[config.mk]
export PLATFORM = sky130hd
export DESIGN_NAME = vec_elem_scan
export DESIGN_NICKNAME = d
export VERILOG_FILES = /design/src/rtl/vscan_pkg.sv /design/src/rtl/vscan_byte_lane.sv /design/src/rtl/vscan_elem_merge.sv /design/src/rtl/vscan_first_hit.sv /design/src/rtl/vec_elem_scan.sv
export SDC_FILE = /design/constraint.sdc
export NUM_CORES = 1
export LEC_CHECK = 0
export ABC_AREA = 1
export BUFFER_PORTS_ARGS = -buffer_cell sky130_fd_sc_hd__buf_2
export CORE_AREA = 2 2 104 106
export CTS_BUF_LIST = sky130_fd_sc_hd__clkbuf_2
export DETAILED_ROUTE_END_ITERATION = 12
export DIE_AREA = 0 0 106 108
export GPL_ROUTABILITY_DRIVEN = 0
export PLACE_DENSITY = 0.77
export SKIP_CTS_REPAIR_TIMING = 1
export SYNTH_ARGS = -nofsm -noshare
export SYNTH_HDL_FRONTEND = slang
export SYNTH_SLANG_ARGS = --single-unit
[constraint.sdc]
create_clock -name clk -period 0.8 [get_ports clk]
set_input_delay 0.12 -clock clk [delete_from_list [all_inputs] [get_ports clk]]
set_output_delay 0.12 -clock clk [all_outputs]
set_load 0.05 [all_outputs]
[src/rtl/vscan_pkg.sv]
package vscan_pkg;

    typedef enum logic [1:0] {
        ESZ_BYTE = 2'b00,
        ESZ_HALF = 2'b01,
        ESZ_WORD = 2'b10,
        ESZ_WALT = 2'b11
    } esz_t;

    typedef enum logic [1:0] {
        CC_NUL   = 2'd0,
        CC_MATCH = 2'd1,
        CC_NONE  = 2'd3
    } scan_cc_t;

    typedef enum logic {
        ST_IDLE = 1'b0,
        ST_SHOW = 1'b1
    } scan_st_t;

endpackage

[src/rtl/vscan_byte_lane.sv]
module vscan_byte_lane #(
    parameter int LANE_W = 8
) (
    input  logic [LANE_W-1:0] a_byte,
    input  logic [LANE_W-1:0] b_byte,
    output logic              same,
    output logic              a_nul
);
    // Per-lane compare; the zero test looks at operand A only.
    assign same  = ~|(a_byte ^ b_byte);
    assign a_nul = ~|a_byte;
endmodule

[src/rtl/vscan_elem_merge.sv]
module vscan_elem_merge
    import vscan_pkg::*;
#(
    parameter int BYTES = 16
) (
    input  logic [BYTES-1:0] byte_same,
    input  logic [BYTES-1:0] byte_nul,
    input  esz_t             esz,
    output logic [BYTES-1:0] start_mask,
    output logic [BYTES-1:0] same_start,
    output logic [BYTES-1:0] nul_start
);
    // Each byte position k reports only when an element starts there.
    for (genvar k = 0; k < BYTES; k++) begin : g_pos
        logic h_s, h_e, h_z;
        logic w_s, w_e, w_z;
        logic s_k, e_k, z_k;

        if ((k % 2 == 0) && (k + 1 < BYTES)) begin : g_half
            assign h_s = 1'b1;
            assign h_e = &byte_same[k+1:k];
            assign h_z = &byte_nul[k+1:k];
        end else begin : g_nohalf
            assign h_s = 1'b0;
            assign h_e = 1'b0;
            assign h_z = 1'b0;
        end

        if ((k % 4 == 0) && (k + 3 < BYTES)) begin : g_word
            assign w_s = 1'b1;
            assign w_e = &byte_same[k+3:k];
            assign w_z = &byte_nul[k+3:k];
        end else begin : g_noword
            assign w_s = 1'b0;
            assign w_e = 1'b0;
            assign w_z = 1'b0;
        end

        always_comb begin
            unique case (esz)
                ESZ_BYTE: begin
                    s_k = 1'b1;
                    e_k = byte_same[k];
                    z_k = byte_nul[k];
                end
                ESZ_HALF: begin
                    s_k = h_s;
                    e_k = h_e;
                    z_k = h_z;
                end
                ESZ_WORD, ESZ_WALT: begin
                    s_k = w_s;
                    e_k = w_e;
                    z_k = w_z;
                end
                default: begin
                    s_k = 1'b0;
                    e_k = 1'b0;
                    z_k = 1'b0;
                end
            endcase
        end

        assign start_mask[k] = s_k;
        assign same_start[k] = e_k;
        assign nul_start[k]  = z_k;
    end
endmodule

[src/rtl/vscan_first_hit.sv]
module vscan_first_hit #(
    parameter int BYTES = 16,
    parameter int IDX_W = $clog2(BYTES + 1)
) (
    input  logic [BYTES-1:0] hits,
    output logic [IDX_W-1:0] first
);
    // Lowest set position wins; BYTES means no bit set.
    always_comb begin
        first = IDX_W'(BYTES);
        for (int i = BYTES - 1; i >= 0; i--) begin
            if (hits[i]) begin
                first = IDX_W'(i);
            end
        end
    end
endmodule

[src/rtl/vec_elem_scan.sv]
module vec_elem_scan
    import vscan_pkg::*;
#(
    parameter int BYTES = 16,
    parameter int LANE_W = 8,
    parameter int IDX_W = $clog2(BYTES + 1)
) (
    input  logic                    clk,
    input  logic                    rst_n,
    input  logic                    req_valid,
    input  logic [BYTES*LANE_W-1:0] vec_a,
    input  logic [BYTES*LANE_W-1:0] vec_b,
    input  logic [1:0]              elem_sz,
    input  logic                    want_diff,
    input  logic                    stop_on_nul,
    output logic                    res_valid,
    output logic [IDX_W-1:0]        res_idx,
    output logic [1:0]              res_cc
);
    localparam int VEC_W = BYTES * LANE_W;
    localparam logic [IDX_W-1:0] IDX_NONE = IDX_W'(BYTES);

    logic [BYTES-1:0] byte_same, byte_nul;
    logic [BYTES-1:0] start_mask, same_start, nul_start;
    logic [BYTES-1:0] hit_vec, term_vec;
    logic [IDX_W-1:0] hit_idx, term_idx;
    logic [IDX_W-1:0] nxt_idx;
    scan_cc_t         nxt_cc;
    scan_st_t         st_q, st_nxt;
    esz_t             esz;

    assign esz = esz_t'(elem_sz);

    // Byte 0 is the leftmost lane of each operand.
    for (genvar k = 0; k < BYTES; k++) begin : g_lane
        vscan_byte_lane #(.LANE_W(LANE_W)) i_lane (
            .a_byte (vec_a[VEC_W-1-LANE_W*k -: LANE_W]),
            .b_byte (vec_b[VEC_W-1-LANE_W*k -: LANE_W]),
            .same   (byte_same[k]),
            .a_nul  (byte_nul[k])
        );
    end

    vscan_elem_merge #(.BYTES(BYTES)) i_merge (
        .byte_same  (byte_same),
        .byte_nul   (byte_nul),
        .esz        (esz),
        .start_mask (start_mask),
        .same_start (same_start),
        .nul_start  (nul_start)
    );

    assign hit_vec  = want_diff ? (start_mask & ~same_start) : same_start;
    assign term_vec = stop_on_nul ? nul_start : '0;

    vscan_first_hit #(.BYTES(BYTES), .IDX_W(IDX_W)) i_hit_enc (
        .hits  (hit_vec),
        .first (hit_idx)
    );

    vscan_first_hit #(.BYTES(BYTES), .IDX_W(IDX_W)) i_term_enc (
        .hits  (term_vec),
        .first (term_idx)
    );

    // Terminator wins ties; nothing found reports the past-the-end index.
    always_comb begin
        if ((term_idx != IDX_NONE) && (term_idx <= hit_idx)) begin
            nxt_idx = term_idx;
            nxt_cc  = CC_NUL;
        end else if (hit_idx != IDX_NONE) begin
            nxt_idx = hit_idx;
            nxt_cc  = CC_MATCH;
        end else begin
            nxt_idx = IDX_NONE;
            nxt_cc  = CC_NONE;
        end
    end

    // State register.
    always_ff @(posedge clk or negedge rst_n) begin
        if (!rst_n) begin
            st_q <= ST_IDLE;
        end else begin
            st_q <= st_nxt;
        end
    end

    // Transitions: IDLE->SHOW and SHOW->SHOW on a request; otherwise back to IDLE.
    always_comb begin
        unique case (st_q)
            ST_IDLE: st_nxt = req_valid ? ST_SHOW : ST_IDLE;
            ST_SHOW: st_nxt = req_valid ? ST_SHOW : ST_IDLE;
            default: st_nxt = ST_IDLE;
        endcase
    end

    // Output registers: loaded on a request, held otherwise.
    always_ff @(posedge clk or negedge rst_n) begin
        if (!rst_n) begin
            res_idx <= IDX_NONE;
            res_cc  <= CC_NONE;
        end else if (req_valid) begin
            res_idx <= nxt_idx;
            res_cc  <= nxt_cc;
        end
    end

    assign res_valid = (st_q == ST_SHOW);

endmodule

==> out/results.ini <==
[outcome]
status=complete, but fails checks
violations=negative setup slack

[synth]
syn_area_sq_mm=0.00362
synthCells=656
ys_async_sr_fraction=1.00
synth_ff_type=dfrtp_1
syn_nets=924
synth_top_area_frac=0.204
yosysMostFrequentCell=nand2_1
syn_avg_cell_area_sq_um=5.52
synth_top_cell_by_area=nand2_1
yosysWarnings=0
synth_edf_count=0
ys_top_cells_by_count=nand2_1 (197), nor2_1 (95), inv_1 (63)
seq_area_frac_synth=0.0563
ys_types=45
synth_area_leaders=nand2_1 (20%), xnor2_1 (15%), nor2_1 (9.9%), xor2_1 (8.0%), inv_1 (6.5%)
ys_seq_elements=8

[floorplan]
io_pins=271
rows=37
die-area_sq_mm=0.0114
die_y_microns=108
chipWidth_microns=106
fp.coreArea_sq_mm=0.0102
initial_utilization=0.354

[detailed_routing]
antenna_left=0
drt-vias-per-instance=4.65
wl_per_cell_microns=12.1
drc=0
totalWireLength_microns=14100
num_vias=5451
dr.first_iter.drc_count=171
first_pass_iters=4

[sta]
skew_ns=0
max_slew_margin=0.778
fin_ws_ns=-1.88
post-route-min-period_ns=2.68
finalSetupViolCount=15
tightest_slew_ns=0.333
rsz0062_at_grt=true
fmax_ghz=0.373
hold_violations=0
drv_slew=0
fin_crit_sh=3.35
whs_ns=0.145

[critical_path]
ff2ff_path_depth=3
crit_family=simple AND/OR/NAND/NOR gates
crit_arrival_ns=2.80
max_stage_delay_ns=0.27
r2r-end=res_idx[0]$_DFFE_PN0P_
cp_num_buf_inv=3
cp-start-kind=input port
crit_chain=buf_6 > xnor2_2 > nand3_2 > nor3_4 > nand2_2 > a21oi_2 > nand2_1 > nand2_1 > nand2_2 > nor2_4 > inv_2 > nor2_4 > nand2_2 > nor2_4 > inv_2 > ha_4 > nand2_4 > nor3_4 > o22ai_2 > nand2_4 > nor2_4 > a22oi_2 > nand2_1
path_common_cell=nor2_4
r2r_start=res_idx[0]$_DFFE_PN0P_
cp_max_fo=5
crit_type=input port to flop
crit_required_ns=0.92
r2r_slack_ns=-0.10
crit_slowest_cell=ha_4
critPathCaptureType=flop

[cells_and_area]
diodes=0
areaGrowthSynthToFinish_pct=77.0
final_layout_size_suffix_gt1_frac=0.477
fin_nets=1304

[global_routing]
antenna_found_initial=0
grt_pass1_vias=5015
grt_max_degree=12
grt_pass1_wl_microns=20600
track_usage=0.217
grt-ovfl-total=0

[placed_design]
hpwlAfterDp_microns=12200
portBuffers=270
dp_slack_ns=-2.15

[clock_network]
cts_tree=built
cts-root-buf=clkbuf_2
clk_pin_slew_ns=0.08
cts_sinks=8
cts.htree.levels=1
numCtsBuffers=3
clockBufferDepth=2
clk_latency_ns=0.22

[worst_hold_path]
hold_depth=2
min_delay_worst_endpoint=res_valid$_DFF_PN0_
hold_path_class=input port to flop
worstHoldStart=req_valid

[power_and_ir_drop]
power_density_mw_per_mm2=540
p_leak_uw=0.00347
peakVddDrop_mv=0.386

[job]
cap_violations=0

==> through the flow <==
step                      total power, uW  setup TNS (ns)  std cells  utilization  instance area (sq um)
after global routing                 3780          -15.77       1171        0.626                   6410
after global placement               2890          -13.97       1155        0.584                   5970
after CTS                            3220          -14.96       1159        0.586                   5990
after floorplan                      1600          -10.95        656            -                   3720
final                                3460          -14.14       1171        0.626                   6410
after detailed placement             2940          -14.98       1155        0.584                   5970
==> state kept, by name (all words and copies together) (netlist names) <==
signal / cells
res_cc: 2
res_idx: 5
res_valid: 1
==> power by group <==
group	internal (uW)	switching [uW]	total (uW)	leakage, uW
clock	133	135	268	0.0000166
combinational	1430	1320	2750	0.00336
sequential	426	15.7	442	0.0000951
==> logic make-up after synthesis <==
group | Yosys count | synth area share
buffers and inverters | 79 | 0.0861
adders and majority gates | 5 | 0.0173
xor gates and xnor gates | 94 | 0.227
and+or+nand+nor | 426 | 0.544
DFF | 8 | 0.0563
AOI/OAI and AO/OA | 44 | 0.0691
==> per-layer routing <==
layer	global-route usage	up-vias	part of all wire
li1	-	2846	-
met4	0.0385	0	0.014
met3	0.0253	20	0.073
met1	0.238	2369	0.38
met5	0	-	0
met2	0.447	216	0.53
==> worst register-to-register path: stages, from the launching register on <==
cell     delay [ns]
dfrtp_1        0.40
buf_4          0.14
a22oi_2        0.17
nand2_1        0.08
==> cell type report <==
type | instances | area, sq um
fillers | 995 | 3820
multi-input cells | 569 | 3410
repair buffers | 379 | 2290
inverters | 75 | 307
flip-flops and latches | 8 | 204
well taps | 136 | 170
clock buffers | 4 | 20.0
==> cell usage in the layout, fill, tap and decap left out, drive strengths merged <==
cell type and instances:
clkinv 2, a211oi 1, a22oi 1, or3 2
nand3 43, o21ai 17, buf 378, and2 2
o211ai 2, dfrtp 5, inv 73, nor2 105
a31oi 3, dfstp 3, nand2 202, nand3b 2
o22ai 1, nor3b 2, nor3 14, xnor2 61
o21bai 1, clkbuf 4, a21oi 18, and3 3
nor4 10, nand4 19, dlygate4sd3 1, ha 5
or2 22, xor2 33
==> how the worst max path moves through the flow <==
stage | start | endpoint | slack (ns) | cells past startpoint
floorplan | vec_a[112] | res_idx[0]$_DFFE_PN0P_ | -1.63 | 23
global placement | vec_a[112] | res_idx[0]$_DFFE_PN0P_ | -1.99 | 24
detailed placement | vec_a[112] | res_idx[0]$_DFFE_PN0P_ | -2.15 | 24
finish | vec_a[81] | res_idx[0]$_DFFE_PN0P_ | -1.88 | 23
global route | vec_a[112] | res_idx[0]$_DFFE_PN0P_ | -2.08 | 25
CTS | vec_a[112] | res_idx[0]$_DFFE_PN0P_ | -1.90 | 24
(Power assumes the default switching activity.)
